### src/rtl/wdog_pkg.sv
package wdog_pkg;
    localparam int MULT_W   = 5;
    localparam int RES_W    = 2;
    localparam int DIV_STEP = 2;   // each resolution step divides by 2**DIV_STEP
endpackage

### src/rtl/wdog_prescale.sv
module wdog_prescale #(
    parameter int RES_W = wdog_pkg::RES_W,
    parameter int STEP  = wdog_pkg::DIV_STEP
) (
    input  logic             clk,
    input  logic             rst_n,
    input  logic             clear,
    input  logic             run,
    input  logic             tick,
    input  logic [RES_W-1:0] res,
    output logic             base_tick
);
    localparam int NRES  = 1 << RES_W;
    localparam int PRE_W = STEP * (NRES - 1);

    typedef struct packed {
        logic [PRE_W-1:0] cnt;
    } pre_st_t;

    pre_st_t st_d, st_q;
    logic [PRE_W-1:0] lim_tab [NRES];
    logic [PRE_W-1:0] lim;

    for (genvar g = 0; g < NRES; g++) begin : g_lim
        assign lim_tab[g] = PRE_W'((1 << (STEP * g)) - 1);
    end

    assign lim = lim_tab[res];

    always_comb begin
        st_d      = st_q;
        base_tick = 1'b0;
        if (clear) begin
            st_d.cnt = '0;
        end else if (run && tick) begin
            if (st_q.cnt == lim) begin
                st_d.cnt  = '0;
                base_tick = 1'b1;
            end else begin
                st_d.cnt = st_q.cnt + 1'b1;
            end
        end
    end

    always_ff @(posedge clk or negedge rst_n) begin
        if (!rst_n) st_q <= '0;
        else        st_q <= st_d;
    end

    AST_PRE_IN_RANGE: assert property (@(posedge clk) disable iff (!rst_n)
        run |-> (st_q.cnt <= lim));
endmodule

### src/rtl/wdog_count.sv
module wdog_count #(
    parameter int MULT_W = wdog_pkg::MULT_W
) (
    input  logic              clk,
    input  logic              rst_n,
    input  logic              clear,
    input  logic              base_tick,
    input  logic [MULT_W-1:0] mult,
    output logic              active,
    output logic              expire
);
    typedef struct packed {
        logic [MULT_W-1:0] cnt;
        logic              done;
    } cnt_st_t;

    cnt_st_t st_d, st_q;

    assign active = (mult != '0) && !st_q.done;

    always_comb begin
        st_d   = st_q;
        expire = 1'b0;
        if (clear) begin
            st_d.cnt  = '0;
            st_d.done = 1'b0;
        end else if (active && base_tick) begin
            if (st_q.cnt == mult - 1'b1) begin
                expire    = 1'b1;
                st_d.cnt  = '0;
                st_d.done = 1'b1;
            end else begin
                st_d.cnt = st_q.cnt + 1'b1;
            end
        end
    end

    always_ff @(posedge clk or negedge rst_n) begin
        if (!rst_n) st_q <= '0;
        else        st_q <= st_d;
    end

    AST_CNT_BELOW_MULT: assert property (@(posedge clk) disable iff (!rst_n)
        active |-> (st_q.cnt < mult));
    AST_HALT_STAYS: assert property (@(posedge clk) disable iff (!rst_n)
        (st_q.done && !clear) |=> st_q.done);
endmodule

### src/rtl/wdog_timer.sv
module wdog_timer #(
    parameter int MULT_W   = wdog_pkg::MULT_W,
    parameter int RES_W    = wdog_pkg::RES_W,
    parameter int DIV_STEP = wdog_pkg::DIV_STEP
) (
    input  logic       clk,
    input  logic       rst_n,
    input  logic       tick_16hz,
    input  logic       cfg_wr,
    input  logic [6:0] cfg_wdata,
    input  logic       flag_rd,
    input  logic       ftest_req,
    input  logic       sqw_en,
    output logic       wd_flag,
    output logic       wd_irq,
    output logic       ftest_block
);
    localparam int CFG_W = MULT_W + RES_W;

    typedef struct packed {
        logic [CFG_W-1:0] cfg;
        logic             flag;
        logic             irq;
    } ctl_st_t;

    ctl_st_t           st_d, st_q;
    logic              armed;
    logic              active;
    logic              base_tick;
    logic              expire;
    logic [MULT_W-1:0] mult;
    logic [RES_W-1:0]  res;

    assign mult  = st_q.cfg[RES_W +: MULT_W];
    assign res   = st_q.cfg[RES_W-1:0];
    assign armed = (mult != '0);

    wdog_prescale #(.RES_W(RES_W), .STEP(DIV_STEP)) u_pre (
        .clk       (clk),
        .rst_n     (rst_n),
        .clear     (cfg_wr),
        .run       (active),
        .tick      (tick_16hz),
        .res       (res),
        .base_tick (base_tick)
    );

    wdog_count #(.MULT_W(MULT_W)) u_cnt (
        .clk       (clk),
        .rst_n     (rst_n),
        .clear     (cfg_wr),
        .base_tick (base_tick),
        .mult      (mult),
        .active    (active),
        .expire    (expire)
    );

    always_comb begin
        st_d = st_q;
        if (cfg_wr) begin
            st_d.cfg = cfg_wdata[CFG_W-1:0];
            if (cfg_wdata[CFG_W-1:0] == '0) st_d.irq = 1'b0;
        end
        if (expire) begin
            st_d.flag = 1'b1;
            st_d.irq  = 1'b1;
        end else if (flag_rd) begin
            st_d.flag = 1'b0;
        end
    end

    always_ff @(posedge clk or negedge rst_n) begin
        if (!rst_n) st_q <= '0;
        else        st_q <= st_d;
    end

    assign wd_flag     = st_q.flag;
    assign wd_irq      = st_q.irq;
    assign ftest_block = armed && ftest_req && !sqw_en;

    AST_FLAG_FROM_EXPIRY: assert property (@(posedge clk) disable iff (!rst_n)
        $rose(wd_flag) |-> $past(expire));
    AST_IRQ_HELD: assert property (@(posedge clk) disable iff (!rst_n)
        (wd_irq && !(cfg_wr && cfg_wdata == 7'h00)) |=> wd_irq);
    AST_ZERO_RELEASES: assert property (@(posedge clk) disable iff (!rst_n)
        (cfg_wr && cfg_wdata == 7'h00) |=> !wd_irq);
    AST_READ_CLEARS: assert property (@(posedge clk) disable iff (!rst_n)
        (flag_rd && !expire) |=> !wd_flag);
    AST_DISARMED_QUIET: assert property (@(posedge clk) disable iff (!rst_n)
        !armed |=> !$rose(wd_flag));
endmodule

### config.mk
export PLATFORM = sky130hd
export DESIGN_NAME = wdog_timer
export DESIGN_NICKNAME = d
export VERILOG_FILES = /design/src/rtl/wdog_pkg.sv /design/src/rtl/wdog_prescale.sv /design/src/rtl/wdog_count.sv /design/src/rtl/wdog_timer.sv
export SDC_FILE = /design/constraint.sdc
export NUM_CORES = 1
export LEC_CHECK = 0
export BUFFER_PORTS_ARGS = -buffer_cell sky130_fd_sc_hd__buf_2
export CORE_ASPECT_RATIO = 0.7
export CORE_UTILIZATION = 55
export DETAILED_ROUTE_END_ITERATION = 7
export PLACE_DENSITY = 0.76
export SYNTH_ARGS = -nofsm -noshare
export SYNTH_HDL_FRONTEND = slang
export SYNTH_HIERARCHICAL = 1
export SYNTH_SLANG_ARGS = --single-unit
### constraint.sdc
create_clock -name clk -period 6.84 [get_ports clk]
set_clock_uncertainty 0.15 [all_clocks]
set_input_delay 0 -clock clk [delete_from_list [all_inputs] [get_ports clk]]
set_output_delay 0 -clock clk [all_outputs]
set_load 0.02 [all_outputs]
==> results.toml <==
[run_status]
status = "completed"

[synth]
synthArstFlopShare_pct = 100
synth_top_cell_area_share_pct = 39.8
synthesis.nets = 143
synth_top_area_cell = "dfrtp_1"
yosysUniqueCellTypes = 47
yosys_warnings = 6
syn_avg_cell_area_sq_um = 10.5
synth_area_leaders = "dfrtp_1 40%, mux2_2 6.0%, xor2_1 4.0%"
synth_cells = 126
synthFlopType = "dfrtp_1"
syn_area_sq_um = 1320
synth-seq-cells = 21
ys_seq_area_share_pct = 39.8
synth_edf_count = 0

[power_and_ir_drop]
internal_power_mw = 0.185
irDropWorstVdd_mv = 0.113
p_leak_nw = 0.678
power_switching_mw = 0.0833
pwr-share-clk_pct = 22.2
p_total_mw = 0.268
seqPwrFrac_pct = 53.9
p_sw_share_pct = 31.1
pwr_density_cell_nw_per_um2 = 172
p_comb_share_pct = 23.9

[cts]
numCtsBuffers = 3
worst_skew_pair.late_latency_ps = 300
clk_pin_slew_worst_paths_ps = 110
root_buffer = "clkbuf_4"
numClockSinks = 21
htree_levels = 1
cts_tree = "built"
clockBufferDepth = 2

[critical_path]
startpoint_type = "flip-flop"
worst-setup-path-type = "flip-flop to flip-flop"
cp_cell_sequence = "inv_1, ha_1, or4b_4, and2_1, a21oi_1, nand4b_1, xor2_1, a211oi_1"
r2r_slack_ps = 4340
cp_data_required_time_ps = 6890
cpPeakStageDelay_ps = 520
cp.arrival_ps = 2560
crit_slowest_cell = "or4b_4"
cp_max_fo = 5
cp-end-kind = "flip-flop"

[grt]
grt_max_degree = 25
antenna_found_initial = 0
grt_pass1_vias = 1034
grt_first_pass_wirelength_um = 4850
gr-total-overflow = 0
globalRouteTotalUtil_pct = 26.5

[min_path]
min_path_type = "primary input to async pin"

[sta]
min_period_ps = 2500
hold_viol_final = 0
slew_violations = 0
period_share_pct = 36.6
worst_slew_pin_slew_ps = 482
layout_setup_ws_ps = 4340
rsz0062_at_grt = "no"
setup_tns_ps = 0
setup_violations = 0
slew_headroom_pct = 67.8
clock.fmax_mhz = 400

[floorplan]
die_w_um = 60.5
rows = 14
pin_count = 17
die-area_sq_um = 2600
core_sq_um = 2210
die_y_um = 43.0
start_util_pct = 59.8

[final_layout]
stdcell_count = 186
finalInstanceArea_sq_um = 1560
final_cell_mix = "21 x dfrtp_1, 16 x buf_2, 11 x dlygate4sd3_1"
synthToLayoutAreaGrowth_pct = 17.9
nets = 172
n_antenna_cell = 0
drive_above_1_share_pct = 26.6
num-fill-cells = 173
final_common_cell = "dfrtp_1"

[job]
cap_violations = 0

[drt]
routed_wl_um = 2930
wl_per_cell_um = 15.8
ant_nets = 0
num_vias = 1069
via_per_inst = 5.75
drtIter0Drc = 80
drc = 0
drtPass1Iterations = 4

[place]
dp_slack_ps = 4380
placed_area_sq_um = 1420
dp_cells = 171
hpwl_um = 2000
place_congestion = 0.971
port-buffer-count = 16
-- power groups by stage --
stage	Sequential, mW	Clock (mW)	Combinational [mW]
after floorplan	0.144	0	0.0431
after global routing	0.146	0.0654	0.0702
after CTS	0.144	0.0617	0.0634
after detailed placement	0.147	0	0.0578
after global placement	0.146	0	0.0558
final	0.144	0.0594	0.0642
-- cell usage after synthesis, types with 2 or more instances --
master    count
a211oi_1      4
a21o_1        2
a21oi_1       4
a21oi_2       2
a31oi_1       3
and2_1        2
and3_1        2
buf_4         2
dfrtp_1      21
ha_1          3
inv_1         4
mux2_2        7
nand2_1       9
nand3_1       4
nor2_1        8
nor3_1        3
nor3b_1       2
nor4_1        2
o211ai_1      5
o21ai_0       2
xnor2_1       4
xor2_1        6
-- per-layer routing --
layer | track usage [%] | share of wire, %
met3 | 7.93 | 5.9
met4 | 6.82 | 1.6
met1 | 36.1 | 46
met5 | 0 | 0
met2 | 40.9 | 46
-- worst paths after layout --
check | startpoint | to | depth (start not counted)
max | mult[0]$_DFFE_PN0P_ | u_pre/st_q[4]$_DFFE_PN0P_ | 8
min | rst_n | mult[2]$_DFFE_PN0P_ | 2
max reg2reg | mult[0]$_DFFE_PN0P_ | u_pre/st_q[4]$_DFFE_PN0P_ | 8
min reg2reg | wd_flag$_DFFE_PN0P_ | wd_flag$_DFFE_PN0P_ | 1
max in group asynchronous | rst_n | u_pre/st_q[2]$_DFFE_PN0P_ | 2
min in group clk | sqw_en | ftest_block | 3
-- cell families after synthesis --
| group | Yosys count | share of synthesized area (%) |
|---|---|---|
| simple gates | 48 | 24.2 |
| buf+inv | 7 | 2.66 |
| flops | 21 | 39.8 |
| fa+ha+maj | 3 | 2.85 |
| mux | 7 | 5.98 |
| compound gates | 29 | 16.6 |
| xor+xnor | 11 | 7.87 |
-- timing repair --
| action | in CTS | in global routing |
|---|---|---|
| setup buffers | 0 | 0 |
| setup endpoints to repair | 0 | 0 |
| resized for setup | 0 | 0 |
| endpoints found under the hold margin | 34 | 0 |
| hold buffers | 11 | 0 |
-- per-stage QoR --
step	hold slack, ps	util [%]
floorplan	-446	-
global placement	-170	64.3
detailed placement	-164	64.3
CTS	26.0	70.5
global route	63.3	70.5
finish	17.9	70.5
-- flip-flops by register name, summed over array words and instances (netlist names) --
register,count
wd_flag,1
u_cnt/st_q,6
wd_irq,1
mult,5
res,2
u_pre/st_q,6
-- critical path: cells and delay by family, from the launching register on --
kind                       cells  cell delay (ps)
AOI/OAI and AO/OA              2              540
and+or+nand+nor                3              890
buffers and inverters          1               80
DFF                            1              440
adders and majority gates      1              240
xor gates and xnor gates       1               70
-- area by class of cell --
cell class / count / area (sq um) / share of cell area, %
tap: 32 / 40.0 / 2.57
inverter: 4 / 15.0 / 0.965
timing repair buffer: 27 / 190 / 12.2
clock buffer: 4 / 26.3 / 1.69
multi-input combinational: 98 / 758 / 48.8
sequential: 21 / 526 / 33.8
(Power assumes the default switching activity.)
